`config.mk`:
```
export PLATFORM = sky130hd
export DESIGN_NAME = flash_status_gen
export DESIGN_NICKNAME = d
export VERILOG_FILES = /design/src/rtl/fsg_pkg.sv /design/src/rtl/fsg_read_edge.sv /design/src/rtl/fsg_timer.sv /design/src/rtl/fsg_sector_track.sv /design/src/rtl/flash_status_gen.sv
export SDC_FILE = /design/constraint.sdc
export NUM_CORES = 1
export LEC_CHECK = 0
export BUFFER_PORTS_ARGS = -buffer_cell sky130_fd_sc_hd__clkbuf_2
export CORE_ASPECT_RATIO = 0.75
export CORE_MARGIN = 2
export CORE_UTILIZATION = 30
export DETAILED_ROUTE_END_ITERATION = 12
export GPL_TIMING_DRIVEN = 1
export SLEW_MARGIN = 20
export SYNTH_ARGS = -nofsm -noshare
export SYNTH_HDL_FRONTEND = slang
export SYNTH_SLANG_ARGS = --single-unit
export TNS_END_PERCENT = 30
```
`constraint.sdc`:
```
create_clock -name clk -period 6.4 [get_ports clk]
set_clock_uncertainty 0.2 [all_clocks]
set_input_delay 1.28 -clock clk [delete_from_list [all_inputs] [get_ports clk]]
set_output_delay 1.28 -clock clk [all_outputs]
set_load 0.02 [all_outputs]
```
`src/rtl/fsg_pkg.sv`:
```
package fsg_pkg;

    typedef enum logic [2:0] {
        ST_ARRAY,
        ST_PROG,
        ST_PROT_BUSY,
        ST_ERASE_WIN,
        ST_ERASING,
        ST_SUSPENDED,
        ST_SUSP_PROG,
        ST_FAILED
    } fsg_state_t;

endpackage

```
`src/rtl/fsg_read_edge.sv`:
```
// Detects the end of a read cycle: the combined strobe (both enables low)
// was active in the previous cycle and is inactive now.
module fsg_read_edge (
    input  logic clk,
    input  logic rst_n,
    input  logic ce_n,
    input  logic oe_n,
    output logic rd_done
);
    logic rd_active;
    logic rd_q;

    assign rd_active = !ce_n && !oe_n;

    always_ff @(posedge clk or negedge rst_n) begin
        if (!rst_n) rd_q <= 1'b0;
        else        rd_q <= rd_active;
    end

    assign rd_done = rd_q && !rd_active;

endmodule

```
`src/rtl/fsg_timer.sv`:
```
// Down-counter for the acceptance window and the protected busy periods.
module fsg_timer #(
    parameter int CNT_W = 8
) (
    input  logic             clk,
    input  logic             rst_n,
    input  logic             load,
    input  logic [CNT_W-1:0] load_val,
    output logic             expire
);
    logic [CNT_W-1:0] cnt;

    always_ff @(posedge clk or negedge rst_n) begin
        if (!rst_n)             cnt <= '0;
        else if (load)          cnt <= load_val;
        else if (cnt != '0)     cnt <= cnt - 1'b1;
    end

    assign expire = (cnt == CNT_W'(1));

    // once it reaches zero without a reload, the count stays at zero
    assert_timer_rests_R7: assert property (@(posedge clk) disable iff (!rst_n)
        (cnt == '0 && !load) |=> (cnt == '0));

endmodule

```
`src/rtl/fsg_sector_track.sv`:
```
// Set of sectors selected for erase.
module fsg_sector_track #(
    parameter int NSEC  = 8,
    parameter int SEC_W = 3
) (
    input  logic             clk,
    input  logic             rst_n,
    input  logic             add_en,
    input  logic [SEC_W-1:0] add_idx,
    input  logic             set_all,
    input  logic             clear,
    input  logic [NSEC-1:0]  prot,
    input  logic [SEC_W-1:0] rd_idx,
    input  logic [SEC_W-1:0] cmd_idx,
    output logic             rd_hit,
    output logic             cmd_hit,
    output logic             none_erasable
);
    logic [NSEC-1:0] sel;

    always_ff @(posedge clk or negedge rst_n) begin
        if (!rst_n)       sel <= '0;
        else if (clear)   sel <= '0;
        else if (set_all) sel <= '1;
        else if (add_en)  sel[add_idx] <= 1'b1;
    end

    assign rd_hit        = sel[rd_idx];
    assign cmd_hit       = sel[cmd_idx];
    assign none_erasable = ((sel & ~prot) == '0);

    // leaving for ARRAY empties the selection
    assert_clear_empties_R9: assert property (@(posedge clk) disable iff (!rst_n)
        clear |=> (sel == '0));

endmodule

```
`src/rtl/flash_status_gen.sv`:
```
module flash_status_gen
    import fsg_pkg::*;
#(
    parameter int NSEC          = 8,
    parameter int CLK_MHZ       = 125,
    parameter int WIN_US        = 50,
    parameter int PROG_PROT_US  = 2,
    parameter int ERASE_PROT_US = 100
) (
    input  logic                    clk,
    input  logic                    rst_n,
    input  logic                    ce_n,
    input  logic                    oe_n,
    input  logic [$clog2(NSEC)-1:0] rd_sector,
    input  logic [$clog2(NSEC)-1:0] cmd_sector,
    input  logic                    cmd_program,
    input  logic                    cmd_sector_erase,
    input  logic                    cmd_chip_erase,
    input  logic                    cmd_suspend,
    input  logic                    cmd_resume,
    input  logic                    cmd_reset,
    input  logic                    op_done,
    input  logic                    op_fail,
    input  logic [NSEC-1:0]         sector_prot,
    output logic                    drive_status,
    output logic                    status_dq6,
    output logic                    status_dq5,
    output logic                    status_dq3,
    output logic                    status_dq2
);
    localparam int SEC_W       = $clog2(NSEC);
    localparam int WIN_CYC     = CLK_MHZ * WIN_US;
    localparam int PPROT_CYC   = CLK_MHZ * PROG_PROT_US;
    localparam int EPROT_CYC   = CLK_MHZ * ERASE_PROT_US;
    localparam int MAX_A       = (WIN_CYC > PPROT_CYC) ? WIN_CYC : PPROT_CYC;
    localparam int MAX_CYC     = (MAX_A > EPROT_CYC) ? MAX_A : EPROT_CYC;
    localparam int CNT_W       = $clog2(MAX_CYC + 1);

    fsg_state_t       state, state_nx;
    logic             rd_done;
    logic             tmr_load, tmr_expire;
    logic [CNT_W-1:0] tmr_val;
    logic             trk_add, trk_all, trk_clear;
    logic             rd_hit, cmd_hit, none_erasable;
    logic             t6_live, t2_live;
    logic             tog6, tog2;

    fsg_read_edge u_read_edge (
        .clk     (clk),
        .rst_n   (rst_n),
        .ce_n    (ce_n),
        .oe_n    (oe_n),
        .rd_done (rd_done)
    );

    fsg_timer #(.CNT_W(CNT_W)) u_timer (
        .clk      (clk),
        .rst_n    (rst_n),
        .load     (tmr_load),
        .load_val (tmr_val),
        .expire   (tmr_expire)
    );

    fsg_sector_track #(.NSEC(NSEC), .SEC_W(SEC_W)) u_track (
        .clk           (clk),
        .rst_n         (rst_n),
        .add_en        (trk_add),
        .add_idx       (cmd_sector),
        .set_all       (trk_all),
        .clear         (trk_clear),
        .prot          (sector_prot),
        .rd_idx        (rd_sector),
        .cmd_idx       (cmd_sector),
        .rd_hit        (rd_hit),
        .cmd_hit       (cmd_hit),
        .none_erasable (none_erasable)
    );

    // state register
    always_ff @(posedge clk or negedge rst_n) begin
        if (!rst_n) state <= ST_ARRAY;
        else        state <= state_nx;
    end

    // next state, timer loads and selection updates
    always_comb begin
        state_nx = state;
        tmr_load = 1'b0;
        tmr_val  = '0;
        trk_add  = 1'b0;
        trk_all  = 1'b0;
        unique case (state)
            ST_ARRAY: begin
                if (cmd_program) begin
                    if (sector_prot[cmd_sector]) begin
                        state_nx = ST_PROT_BUSY;
                        tmr_load = 1'b1;
                        tmr_val  = CNT_W'(PPROT_CYC);
                    end else begin
                        state_nx = ST_PROG;
                    end
                end else if (cmd_sector_erase) begin
                    state_nx = ST_ERASE_WIN;
                    trk_add  = 1'b1;
                    tmr_load = 1'b1;
                    tmr_val  = CNT_W'(WIN_CYC);
                end else if (cmd_chip_erase) begin
                    trk_all = 1'b1;
                    if (&sector_prot) begin
                        state_nx = ST_PROT_BUSY;
                        tmr_load = 1'b1;
                        tmr_val  = CNT_W'(EPROT_CYC);
                    end else begin
                        state_nx = ST_ERASING;
                    end
                end
            end
            ST_PROG: begin
                if (op_fail)      state_nx = ST_FAILED;
                else if (op_done) state_nx = ST_ARRAY;
            end
            ST_PROT_BUSY: begin
                if (tmr_expire) state_nx = ST_ARRAY;
            end
            ST_ERASE_WIN: begin
                if (cmd_sector_erase) begin
                    trk_add  = 1'b1;
                    tmr_load = 1'b1;
                    tmr_val  = CNT_W'(WIN_CYC);
                end else if (tmr_expire) begin
                    if (none_erasable) begin
                        state_nx = ST_PROT_BUSY;
                        tmr_load = 1'b1;
                        tmr_val  = CNT_W'(EPROT_CYC);
                    end else begin
                        state_nx = ST_ERASING;
                    end
                end
            end
            ST_ERASING: begin
                if (op_fail)          state_nx = ST_FAILED;
                else if (op_done)     state_nx = ST_ARRAY;
                else if (cmd_suspend) state_nx = ST_SUSPENDED;
            end
            ST_SUSPENDED: begin
                if (cmd_resume)
                    state_nx = ST_ERASING;
                else if (cmd_program && !sector_prot[cmd_sector] && !cmd_hit)
                    state_nx = ST_SUSP_PROG;
            end
            ST_SUSP_PROG: begin
                if (op_fail)      state_nx = ST_FAILED;
                else if (op_done) state_nx = ST_SUSPENDED;
            end
            ST_FAILED: begin
                if (cmd_reset) state_nx = ST_ARRAY;
            end
            default: state_nx = ST_ARRAY;
        endcase
    end

    assign trk_clear = (state != ST_ARRAY) && (state_nx == ST_ARRAY);

    // outputs decoded from the state
    always_comb begin
        drive_status = 1'b1;
        status_dq5   = 1'b0;
        status_dq3   = 1'b0;
        t6_live      = 1'b0;
        t2_live      = 1'b0;
        unique case (state)
            ST_ARRAY:     drive_status = 1'b0;
            ST_PROG:      t6_live = 1'b1;
            ST_PROT_BUSY: t6_live = 1'b1;
            ST_ERASE_WIN: begin
                t6_live = 1'b1;
                t2_live = 1'b1;
            end
            ST_ERASING: begin
                t6_live    = 1'b1;
                t2_live    = 1'b1;
                status_dq3 = 1'b1;
            end
            ST_SUSPENDED: begin
                t2_live      = 1'b1;
                status_dq3   = 1'b1;
                drive_status = rd_hit;
            end
            ST_SUSP_PROG: begin
                t6_live    = 1'b1;
                status_dq3 = 1'b1;
            end
            ST_FAILED: begin
                t6_live    = 1'b1;
                status_dq5 = 1'b1;
            end
            default: drive_status = 1'b0;
        endcase
    end

    // toggle flip-flops advance at the end of each read cycle
    always_ff @(posedge clk or negedge rst_n) begin
        if (!rst_n) begin
            tog6 <= 1'b0;
            tog2 <= 1'b0;
        end else begin
            if (rd_done && t6_live)           tog6 <= ~tog6;
            if (rd_done && t2_live && rd_hit) tog2 <= ~tog2;
        end
    end

    assign status_dq6 = tog6;
    assign status_dq2 = tog2;

    assert_dq6_flip_R2: assert property (@(posedge clk) disable iff (!rst_n)
        (rd_done && t6_live) |=> (status_dq6 != $past(status_dq6)));

    assert_dq6_hold_R2: assert property (@(posedge clk) disable iff (!rst_n)
        !(rd_done && t6_live) |=> $stable(status_dq6));

    assert_dq2_hold_R3: assert property (@(posedge clk) disable iff (!rst_n)
        !(rd_done && t2_live && rd_hit) |=> $stable(status_dq2));

    assert_prot_exit_R4: assert property (@(posedge clk) disable iff (!rst_n)
        (state == ST_PROT_BUSY && tmr_expire) |=> (state == ST_ARRAY));

    assert_fail_sticky_R6: assert property (@(posedge clk) disable iff (!rst_n)
        (status_dq5 && !cmd_reset) |=> status_dq5);

    assert_window_exit_R7: assert property (@(posedge clk) disable iff (!rst_n)
        (state == ST_ERASE_WIN && tmr_expire && !cmd_sector_erase)
            |=> (status_dq3 || state == ST_PROT_BUSY));

endmodule

```
== Word-level counts from Yosys, hierarchy flattened ==
Cells that the tools add are included.
Widths: inputs -> output; s select.
Word-level totals
  flip-flop bits (word level): 28
  logic and storage cells: 111
Cells by class
  $add $sub $neg: 1
  $lt $le $gt $ge: 3
  eq/ne operators: 8
  multiplexer cells: 63
  bitwise gates (word level): 5
  reductions and logical operators: 25
Operator list (count)
  $mux 14: 9
  $mux 3: 18
  $mux 8: 4
  $pmux 14 s2: 1
  $pmux 3 s8: 1
  $mux 1: 22
  $eq 14x1->1 const B: 1
  $reduce_bool 14->1: 1
  $sub 14x1->14 const B: 1
  $eq 3x3->1 const B: 4
  $bmux 1 s3: 3
  $logic_and 1x1->1: 9
  $and 8x8->8: 1
  $logic_not 8->1: 1
  $lt 3x4->1 const B: 2
  $not 8->8: 1
  $or 8x8->8: 1
  $reduce_and 8->1: 1
  $eq 3x2->1 const B: 2
  $logic_not 3->1: 2
  $pmux 1 s2: 3
  $reduce_bool 3->1: 2
  $reduce_or 3->1: 2
  $reduce_or 6->1: 1
  7 further kinds: 12

== Depth between registers and ports, before layout ==
  depth after elaboration: 11
  depth in mapped cells: 8

== By module ==
From an unflattened synthesis, not the netlist that was laid out.
Second synthesis, totals
  cells, all modules: 236
  area, all modules: 2117.0 um^2
Modules (own cells, without submodules)
  fsg_timer: instances 1, cells an instance 98, area each 915.9 um^2
  flash_status_gen: instances 1, cells an instance 85, area each 646.9 um^2
  fsg_sector_track: instances 1, cells an instance 50, area each 518.0 um^2
  fsg_read_edge: instances 1, cells an instance 3, area each 36.3 um^2

== Worst setup path before layout ==
No wires, ideal clock.
  kind: in2out
  start point: input port rd_sector[0]
  end point: output port drive_status
  arrival time: 2.317 ns
  setup slack: 2.603 ns
  cell stages on the path: 4
  cells stage by stage: mux4_2 -> mux2i_1 -> a21oi_1 -> or2_2
On the way
  longest elaborated chain between the ends: 3
Ends and longest elaborated chain
  start: declaration: RTL line flash_status_gen.sv:14  | input logic [$clog2(NSEC)-1:0] rd_sector,
  $bmux 1 s3: RTL line fsg_sector_track.sv:28  | assign rd_hit = sel[rd_idx];
  $mux 1 (implied by the code): RTL line fsg_sector_track.sv:28
  $pmux 1 s2: RTL line flash_status_gen.sv:171  | unique case (state)
  end: declaration: RTL line flash_status_gen.sv:25  | output logic drive_status,
No other way between the ends. The select of a mux whose other input is x is not followed.

== Worst setup path after layout ==
Same ends and word-level chain as after synthesis.

==> metrics.yaml <==
cts_num_sinks: 28
average_cell_area_after_synthesis_um2: 8.96
synth_fp_nets: 256
timing_worst_slew_pin_value_ns: 0.751
worst-endpoint-arrival_ns: 2.70
p_total_mw: 0.952
p_per_area_mw_per_mm2: 418
route.detailed.vias_per_inst: 5.30
finalCriticalPeriod_ns: 4.18
crit_top_cell: "sky130_fd_sc_hd__clkbuf_2"
async_reset_ff_share_pct: 100
timing.critical_path.from_type: "input pin"
postCtsHoldBufs: 0
place_ws_ns: 2.22
yosysWarnings: 0
maxClockFrequency_ghz: 0.239
routabilityCongestion: 0.825
routed-via-count: 1766
yosys.cell_types.count: 53
most_frequently_used_flop_master_after_synthesis: "sky130_fd_sc_hd__dfrtp_1"
detailed_place.area_mm2: 0.00222
grt_setup_unrepaired: "no"
grt_antenna_before_repair: 0
timing.final.max_slew_violations: 0
routed_wire_length_per_instance_um: 14.2
timing.critical_path.cells: "clkbuf_2 > mux4_2 > mux2i_1 > a21oi_1 > or2_2 > clkbuf_2"
final.setup.worst_slack_ns: 2.22
number_of_global_route_vias_before_repair: 1631
post-cts-setup-buffer-count: 0
clock_tree.buffer_depth: 2
worst_hold_path.num_cells: 1
maximum_number_of_pins_on_one_net_before_global_route_repair: 29
global_route_wire_length_before_repair_um: 8160
drt_iter0_drc: 114
ios: 31
setup_viol: 0
cp_max_fo: 2
detail_route.drc_violations: 0
postLayoutCoreUtil_pct: 35.3
crit_required_ns: 4.92
drt_first_pass_iters: 4
final_area_mm2: 0.00228
syn_area_mm2: 0.00203
grt_use_total_pct: 13.4
drv_cap: 0
cts_repair_resize_count: 0
cts-htree-levels: 1
clkLatencyLatePin_ns: 0.27
crit_path_end_kind: "primary output"
layout.cells.most_common: "sky130_fd_sc_hd__clkbuf_2"
antenna_cells_inserted: 0
io_buffers: 30
max-slew-margin-rel_pct: 48.7
layout-area-overhead-vs-synth_pct: 11.9
sequential_area_share_after_synthesis_pct: 34.4
synth-seq-cells: 28
cts_root_buf: "sky130_fd_sc_hd__clkbuf_8"
row_cnt: 25
synthesis.instances: 227
final_number_of_hold_violating_endpoints: 0
ant_nets: 0
most-common-layout-cells: "30 x sky130_fd_sc_hd__clkbuf_2, 28 x sky130_fd_sc_hd__dfrtp_1, 23 x sky130_fd_sc_hd__nor2_1"
run_status: "complete, no violations"
irDropWorstVdd_mv: 0.117
die_w_um: 99.1
critical_path_class: "in -> out"
clkSlewWorstSetupHoldPaths_ns: 0.10
setup-tns-final_ns: 0
ratio_of_cells_with_drive_above_1_in_the_final_layout_pct: 19.4
layout.nets: 282
core_area_mm2: 0.00644
floorplan.die.height_um: 75.3
die_area_mm2: 0.00746
reg2reg_depth: 6
global_route_total_overflow: 0
cts_made_buffers: 3
period_share_pct: 65.4
power.leakage_nw: 0.970
detailedPlacementHpwl_um: 3680
critical_path.max_stage_delay_ns: 0.49
cts_tree: "yes"
totalWireLength_um: 4740
start_util_pct: 31.6
critical_path.slowest_cell: "sky130_fd_sc_hd__mux4_2"
number_of_flops_mapped_to_enable_cells_by_yosys: 0
worstHoldPathType: "reg -> reg"
final timing paths:
check                               startpoint  slack [ns]              to
worst max register to register  u_timer.cnt[2]        3.55  u_timer.cnt[1]
worst min-delay path                status_dq2        0.28      status_dq2
max in group asynchronous                rst_n        4.71  u_track.sel[6]
worst max-delay path              rd_sector[0]        2.22    drive_status
min in group asynchronous                rst_n        0.83  u_timer.cnt[9]
worst min register to register      status_dq2        0.28      status_dq2
cell usage after synthesis (2+ instances only):
cell type | n | share of area, %
sky130_fd_sc_hd__dfrtp_1 | 28 | 34
sky130_fd_sc_hd__nor2_1 | 23 | 4.2
sky130_fd_sc_hd__a21oi_1 | 20 | 4.9
sky130_fd_sc_hd__nand2_1 | 19 | 3.5
sky130_fd_sc_hd__inv_1 | 11 | 2.0
sky130_fd_sc_hd__nor3_1 | 11 | 2.7
sky130_fd_sc_hd__xnor2_1 | 9 | 3.9
sky130_fd_sc_hd__a211oi_1 | 8 | 3.0
sky130_fd_sc_hd__nor2b_1 | 8 | 2.5
sky130_fd_sc_hd__buf_4 | 6 | 2.2
sky130_fd_sc_hd__nand3_1 | 6 | 1.5
sky130_fd_sc_hd__mux2i_1 | 5 | 2.5
sky130_fd_sc_hd__o21ai_0 | 5 | 1.2
sky130_fd_sc_hd__mux4_2 | 4 | 4.4
sky130_fd_sc_hd__nand2b_1 | 4 | 1.2
sky130_fd_sc_hd__or3_1 | 4 | 1.2
sky130_fd_sc_hd__and3_1 | 3 | 0.92
sky130_fd_sc_hd__ha_1 | 3 | 1.8
sky130_fd_sc_hd__nor4_1 | 3 | 0.92
sky130_fd_sc_hd__o31ai_1 | 3 | 1.1
sky130_fd_sc_hd__xor2_1 | 3 | 1.3
sky130_fd_sc_hd__a2111oi_0 | 2 | 0.86
sky130_fd_sc_hd__a21o_1 | 2 | 0.74
sky130_fd_sc_hd__a311oi_1 | 2 | 0.86
sky130_fd_sc_hd__a31oi_1 | 2 | 0.61
sky130_fd_sc_hd__and2_1 | 2 | 0.61
sky130_fd_sc_hd__nor4_4 | 2 | 2.1
sky130_fd_sc_hd__o21a_1 | 2 | 0.74
sky130_fd_sc_hd__o221ai_1 | 2 | 0.86
sky130_fd_sc_hd__or4_4 | 2 | 1.1
cell families after synthesis:
kind of cell,Yosys count,share of synthesized area [%]
AOI/OAI and AO/OA,59,20.1
buffers and inverters,20,5.23
muxes,9,6.89
and+or+nand+nor,96,26.3
xor gates and xnor gates,12,5.17
DFF,28,34.4
adders and majority gates,3,1.85
critical path: cells and delay by family:
kind            cells  cell delay [ns]
simple gates        1             0.28
mux                 2             0.77
compound gates      1             0.11
buf+inv             2             0.26
final cells by class:
class	count	area, µm²
fillers	659	4170
clock buffers	4	55.1
multi-input cells	179	1230
well taps	81	101
inverters	11	41.3
repair buffers	30	150
flip-flops and latches	28	701
per-layer routing:
layer  track usage (%)  routed length [µm]  vias to the layer above
met5                 0                   0                        -
met4              2.59                  34                        0
met3              2.02                 185                        2
met2              20.8                1980                       37
met1              20.2                2540                      836
li1                  -                   -                      891
registers in the layout, indices dropped and copies added, names as in the netlist:
register	cells
state	3
status_dq2	1
status_dq6	1
u_read_edge.rd_q	1
u_timer.cnt	14
u_track.sel	8
stage by stage:
step                hold WS (ns)  instances
floorplan                  0.307        227
global placement           0.258        329
detailed placement         0.259        329
CTS                        0.282        333
global route               0.318        333
finish                     0.280        333
power breakdown:
group	switching (mW)	internal (mW)	leakage (nW)
clock network	0.0543	0.0551	0.0288
registers	0.100	0.255	0.348
logic	0.277	0.210	0.593
total	0.431	0.520	0.970
(Power assumes the default switching activity.)
